<file path="config.mk">
export PLATFORM = sky130hd
export DESIGN_NAME = reset_sequencer
export DESIGN_NICKNAME = d
export VERILOG_FILES = /design/src/rtl/rstseq_pkg.sv /design/src/rtl/rstseq_sync.sv /design/src/rtl/rstseq_fsm.sv /design/src/rtl/reset_sequencer.sv
export SDC_FILE = /design/constraint.sdc
export NUM_CORES = 1
export LEC_CHECK = 0
export BUFFER_PORTS_ARGS = -buffer_cell sky130_fd_sc_hd__buf_2
export CAP_MARGIN = 30
export CORE_MARGIN = 4
export CORE_UTILIZATION = 55
export CTS_BUF_LIST = sky130_fd_sc_hd__clkbuf_16
export CTS_CLUSTER_SIZE = 40
export DETAILED_ROUTE_END_ITERATION = 7
export MAX_ROUTING_LAYER = met4
export PLACE_DENSITY = 0.75
export SLEW_MARGIN = 20
export SYNTH_ARGS = -nofsm -noshare
export SYNTH_HDL_FRONTEND = slang
export SYNTH_SLANG_ARGS = --single-unit
</file>
<file path="constraint.sdc">
create_clock -name clk_i -period 2.1 [get_ports clk_i]
set_input_delay 0.105 -clock clk_i [delete_from_list [all_inputs] [get_ports clk_i]]
set_output_delay 0.105 -clock clk_i [all_outputs]
set_load 0.05 [all_outputs]
</file>
<file path="src/rtl/rstseq_pkg.sv">
package rstseq_pkg;
  typedef enum logic [2:0] {
    ST_IDLE,
    ST_DRIVE_LOW,
    ST_WAIT_HIGH,
    ST_FETCH_DELAY,
    ST_RUN
  } rstseq_state_e;
endpackage

</file>
<file path="src/rtl/rstseq_sync.sv">
module rstseq_sync #(
  parameter int unsigned STAGES = 2
) (
  input  logic clk_i,
  input  logic rst_ni,
  input  logic d_i,
  output logic q_o
);
  logic [STAGES-1:0] sync_q;

  generate
    if (STAGES == 1) begin : g_one
      always_ff @(posedge clk_i or negedge rst_ni)
        if (!rst_ni) sync_q <= '0;
        else         sync_q <= d_i;
    end else begin : g_many
      always_ff @(posedge clk_i or negedge rst_ni)
        if (!rst_ni) sync_q <= '0;
        else         sync_q <= {sync_q[STAGES-2:0], d_i};
    end
  endgenerate

  assign q_o = sync_q[STAGES-1];
endmodule

</file>
<file path="src/rtl/rstseq_fsm.sv">
module rstseq_fsm
  import rstseq_pkg::*;
#(
  parameter int unsigned LOW_CYCLES  = 1024,
  parameter int unsigned FETCH_DELAY = 16,
  parameter int unsigned SYNC_STAGES = 2
) (
  input  logic clk_i,
  input  logic rst_ni,
  input  logic wdt_req_i,
  input  logic pin_hi_i,
  output logic pin_pd_o,
  output logic fetch_en_o,
  output logic core_rst_o
);
  localparam int unsigned MAXC = (LOW_CYCLES > FETCH_DELAY) ? LOW_CYCLES : FETCH_DELAY;
  localparam int unsigned CW   = $clog2(MAXC + 1) + 1;
  // synchronizer latency plus the WAIT_HIGH exit edge are already spent
  localparam logic [CW-1:0] LOW_LAST = CW'(LOW_CYCLES - 1);
  localparam logic [CW-1:0] DLY_LAST = CW'(FETCH_DELAY - SYNC_STAGES - 2);

  rstseq_state_e state_q, state_d;
  logic [CW-1:0] cnt_q, cnt_d;

  always_comb begin
    state_d = state_q;
    cnt_d   = cnt_q + CW'(1);
    unique case (state_q)
      ST_IDLE: begin
        state_d = ST_DRIVE_LOW;
        cnt_d   = '0;
      end
      ST_DRIVE_LOW: begin
        if (cnt_q == LOW_LAST) begin
          state_d = ST_WAIT_HIGH;
          cnt_d   = '0;
        end
      end
      ST_WAIT_HIGH: begin
        cnt_d = '0;
        if (pin_hi_i) state_d = ST_FETCH_DELAY;
      end
      ST_FETCH_DELAY: begin
        if (!pin_hi_i) begin
          state_d = ST_WAIT_HIGH;
          cnt_d   = '0;
        end else if (cnt_q == DLY_LAST) begin
          state_d = ST_RUN;
          cnt_d   = '0;
        end
      end
      ST_RUN: begin
        cnt_d = '0;
        if (!pin_hi_i) state_d = ST_WAIT_HIGH;
      end
      default: begin
        state_d = ST_DRIVE_LOW;
        cnt_d   = '0;
      end
    endcase
    if (wdt_req_i) begin
      state_d = ST_DRIVE_LOW;
      cnt_d   = '0;
    end
  end

  always_ff @(posedge clk_i or negedge rst_ni)
    if (!rst_ni) begin
      state_q <= ST_IDLE;
      cnt_q   <= '0;
    end else begin
      state_q <= state_d;
      cnt_q   <= cnt_d;
    end

  assign pin_pd_o   = (state_q == ST_IDLE) || (state_q == ST_DRIVE_LOW);
  assign fetch_en_o = (state_q == ST_RUN);
  assign core_rst_o = !fetch_en_o;

  // assertion support: length of current pull-down, cycles since its release
  logic [CW-1:0] pd_len_q, since_rel_q;
  always_ff @(posedge clk_i or negedge rst_ni)
    if (!rst_ni) begin
      pd_len_q    <= CW'(1);
      since_rel_q <= '0;
    end else begin
      if (!pin_pd_o)                   pd_len_q <= '0;
      else if (pd_len_q < CW'(MAXC))   pd_len_q <= pd_len_q + CW'(1);
      if (pin_pd_o)                    since_rel_q <= '0;
      else if (since_rel_q < CW'(MAXC)) since_rel_q <= since_rel_q + CW'(1);
    end

  p_wdt_pulls_low_r3: assert property (@(posedge clk_i) disable iff (!rst_ni)
    wdt_req_i |=> (pin_pd_o && !fetch_en_o));

  p_min_low_r2: assert property (@(posedge clk_i) disable iff (!rst_ni)
    $fell(pin_pd_o) |-> (pd_len_q >= CW'(LOW_CYCLES)));

  p_fetch_gap_r5: assert property (@(posedge clk_i) disable iff (!rst_ni)
    $rose(fetch_en_o) |-> (since_rel_q >= CW'(FETCH_DELAY - 1)));

  p_pin_low_stops_r6: assert property (@(posedge clk_i) disable iff (!rst_ni)
    (fetch_en_o && !pin_hi_i && !wdt_req_i) |=> (!fetch_en_o && !pin_pd_o));

  p_fetch_needs_pin_r7: assert property (@(posedge clk_i) disable iff (!rst_ni)
    $rose(fetch_en_o) |-> $past(pin_hi_i));
endmodule

</file>
<file path="src/rtl/reset_sequencer.sv">
module reset_sequencer #(
  parameter int unsigned LOW_CYCLES  = 1024,
  parameter int unsigned FETCH_DELAY = 16,
  parameter int unsigned SYNC_STAGES = 2
) (
  input  logic clk_i,
  input  logic rst_ni,
  input  logic wdt_req_i,
  input  logic pin_i,
  output logic pin_pd_o,
  output logic core_rst_o,
  output logic fetch_en_o
);
  logic pin_hi;

  rstseq_sync #(.STAGES(SYNC_STAGES)) u_sync (
    .clk_i (clk_i),
    .rst_ni(rst_ni),
    .d_i   (pin_i),
    .q_o   (pin_hi)
  );

  rstseq_fsm #(
    .LOW_CYCLES (LOW_CYCLES),
    .FETCH_DELAY(FETCH_DELAY),
    .SYNC_STAGES(SYNC_STAGES)
  ) u_fsm (
    .clk_i     (clk_i),
    .rst_ni    (rst_ni),
    .wdt_req_i (wdt_req_i),
    .pin_hi_i  (pin_hi),
    .pin_pd_o  (pin_pd_o),
    .fetch_en_o(fetch_en_o),
    .core_rst_o(core_rst_o)
  );

  p_core_rst_inv_r8: assert property (@(posedge clk_i) disable iff (!rst_ni)
    core_rst_o != fetch_en_o);
endmodule

</file>
==> impl_metrics.tcl <==
set metrics [dict create \
    grt_pass1_vias 573 \
    die_h_microns 48.28 \
    crit_arrival_ps 1800 \
    cp.required_ps 2230 \
    ys.flop_type "dfrtp_1" \
    synthMuxAreaShare_pct 0 \
    critPathLaunchType "flip-flop" \
    ys_seq_area_share_pct 47.69 \
    path_class "reg -> reg" \
    pwr-share-clk_pct 45.9 \
    synth_top_family_by_area "simple AND/OR/NAND/NOR gates" \
    synth-adder-area-share_pct 2.805 \
    numPortBuffers 6 \
    yosys-top-cells-count "17 x dfrtp_1, 15 x nor2_1, 6 x xnor2_1" \
    yosysTopAreaCellShare_pct 47.69 \
    hold_viol 0 \
    p_sw_uw 177.8 \
    nets 105 \
    end_kind "flip-flop" \
    drc 0 \
    clockBufferDepth 2 \
    synth_cell_types 29 \
    tritoncts "built" \
    drtIter0Drc 16 \
    crit_chain "ha_1 > and3_1 > a41oi_2 > a22oi_2 > buf_4 > nor2_1" \
    numCtsBuffers 3 \
    yosysTopAreaCell "dfrtp_1" \
    multiInputGateArea_sq_um 424.2 \
    swShare_pct 22.03 \
    clkTransAtPathRegs_ps 50 \
    combPwrFrac_pct 9.3 \
    yosysMostFrequentCell "dfrtp_1" \
    slew_headroom_pct 75.74 \
    core_area_sq_mm 0.001524 \
    viasPerCell 5.526 \
    drt-total-wl_microns 1521 \
    synth_edf_count 0 \
    fin_util_pct 67.24 \
    grt_max_degree 18 \
    grt_pass1_wl_microns 2484 \
    p_int_uw 629.4 \
    p_seq_share_pct 44.7 \
    initial_core_util_pct 58.54 \
    cap_violations 0 \
    netlist_instances 88 \
    rsz0062_at_grt "no" \
    place.gp.congestion 0.8286 \
    num_rows 14 \
    antenna_found_initial 0 \
    drive_above_1_share_pct 18.37 \
    grt-ovfl-total 0 \
    max_freq_mhz 601.0 \
    wl_per_cell_microns 13.34 \
    die-area_sq_mm 0.002330 \
    synth_compound_area_share_pct 8.415 \
    fin_crit_sh_pct 79.23 \
    leakagePower_uw 0.0004462 \
    fin_setup_tns_ps 0 \
    async_reset_ff_share_pct 100.0 \
    synthXorXnorAreaFrac_pct 10.80 \
    syn_nets 94 \
    first_pass_iters 4 \
    htree_levels 1 \
    cp_slowest_cell "dfrtp_1" \
    clk_latency_ps 250 \
    tightest_slew_ps 363.8 \
    regArea_sq_um 425.4 \
    yosysWarnings 0 \
    slew_viol_final 0 \
    power_density_mw_per_mm2 787.7 \
    fillCellCount 117 \
    syn_area_sq_um 892.1 \
    vias 630 \
    setup_viol 0 \
    ir_drop_uv 586.2 \
    cts-root-buf "clkbuf_16" \
    avgSynthCellArea_sq_um 10.14 \
    post_cts_resized 0 \
    diodes 0 \
    cp_max_fo 12 \
    cts_sinks 17 \
    skew_ps 2.988 \
    min_period_ps 1664 \
    area_growth_pct 14.87 \
    hold_path_class "in -> reg" \
    ant_nets 0 \
    die_w_microns 48.28 \
    synth_area_leaders "dfrtp_1 48%, nor2_1 6.3%, xnor2_1 5.9%" \
    status "complete, no violations" \
    max_stage_delay_ps 420 \
    grt_usage_pct 16.55 \
    synth-simple-area-share_pct 25.53 \
    dp_hpwl_microns 1070 \
    pin_count 7 \
    synth-seq-cells 17 \
]
per-layer routing:
| layer | vias up | global-route usage (%) | part of all wire [%] |
|---|---|---|---|
| met5 | - | - | 0 |
| met4 | 0 | 9.677 | 1.9 |
| met3 | 4 | 5.535 | 4.2 |
| met2 | 11 | 21.35 | 42 |
| met1 | 295 | 22.05 | 51 |
| li1 | 320 | - | - |
repair_timing:
| item | CTS | global route |
|---|---|---|
| setup buffers | 0 | 0 |
| endpoints found under the hold margin | 18 | 0 |
| hold buffers | 2 | 0 |
stage by stage:
stage / hold WS [ps] / worst slack, ps / std cells / instance area, sq um / total power, uW
2_1_floorplan: -190.6 / 568.6 / 88 / 892.1 / 415.1
3_3_place_gp: 37.83 / 468.3 / 108 / 925.9 / 436.9
3_5_place_dp: 45.05 / 420.1 / 108 / 925.9 / 440.2
4_1_cts: 40.87 / 410.9 / 114 / 1025 / 820.2
5_1_grt: 46.63 / 294.2 / 114 / 1025 / 848.4
6_report: 46.97 / 436.2 / 114 / 1025 / 807.2
area by class of cell:
| cell class | instances | share of cell area (%) |
|---|---|---|
| multi-input cells | 63 | 41.39 |
| flip-flops and latches | 17 | 41.51 |
| clock inverters | 1 | 0.3663 |
| repair buffers | 9 | 5.617 |
| inverters | 5 | 1.832 |
| well taps | 16 | 1.954 |
| clock buffers | 3 | 7.326 |
critical path, delay by kind of cell (launching register included):
kind / cells / cell delay (ps)
AO/OA/AOI/OAI: 2 / 360
adder cells (fa/ha/maj): 1 / 210
buffers and inverters: 1 / 200
flip-flops: 1 / 420
AND/OR/NAND/NOR: 2 / 360
registers in the layout, indices dropped and copies added, names as in the netlist:
name	flops
u_fsm.cnt_q	12
u_fsm.state_q	3
u_sync.sync_q	2
cell families after synthesis:
group                      after synthesis
buffers and inverters                    8
DFF                                     17
AOI/OAI and AO/OA                        8
xor gates and xnor gates                11
and+or+nand+nor                         42
adders and majority gates                2
power by group through the flow:
stage | Sequential [uW] | Combinational (uW) | Clock, uW
global placement | 365 | 72.3 | 0
detailed placement | 366 | 74.6 | 0
CTS | 360 | 77.2 | 383
finish | 361 | 75.3 | 371
global route | 363 | 84.6 | 401
floorplan | 362 | 53.2 | 0
cells in the final DEF (no fill, tap or decap), types with 2 or more instances in the layout:
cell type / count
xor2_1: 5
nor2b_1: 2
nand2_1: 4
nor2_1: 15
nor3_1: 3
ha_1: 2
xnor2_1: 6
and3_1: 3
dfrtp_1: 17
a31oi_1: 2
nand4_1: 3
inv_1: 6
dlygate4sd3_1: 2
buf_2: 6
nand3_1: 5
clkbuf_16: 3
final timing paths:
kind / slack [ps] / start / cells past startpoint / endpoint
worst min register to register: 350 / u_sync.sync_q[0]$_DFF_PN0_ / 0 / u_sync.sync_q[1]$_DFF_PN0_
worst max register to register: 440 / u_fsm.cnt_q[0]$_DFF_PN0_ / 6 / u_fsm.cnt_q[5]$_DFF_PN0_
min in group asynchronous: 300 / rst_ni / 2 / u_fsm.cnt_q[10]$_DFF_PN0_
worst min-delay path: 50 / wdt_req_i / 2 / u_fsm.state_q[2]$_DFFE_PN0P_
worst max-delay path: 440 / u_fsm.cnt_q[0]$_DFF_PN0_ / 6 / u_fsm.cnt_q[5]$_DFF_PN0_
max in group asynchronous: 1530 / rst_ni / 2 / u_fsm.cnt_q[1]$_DFF_PN0_
No activity file was read; power rests on OpenSTA's default activity.
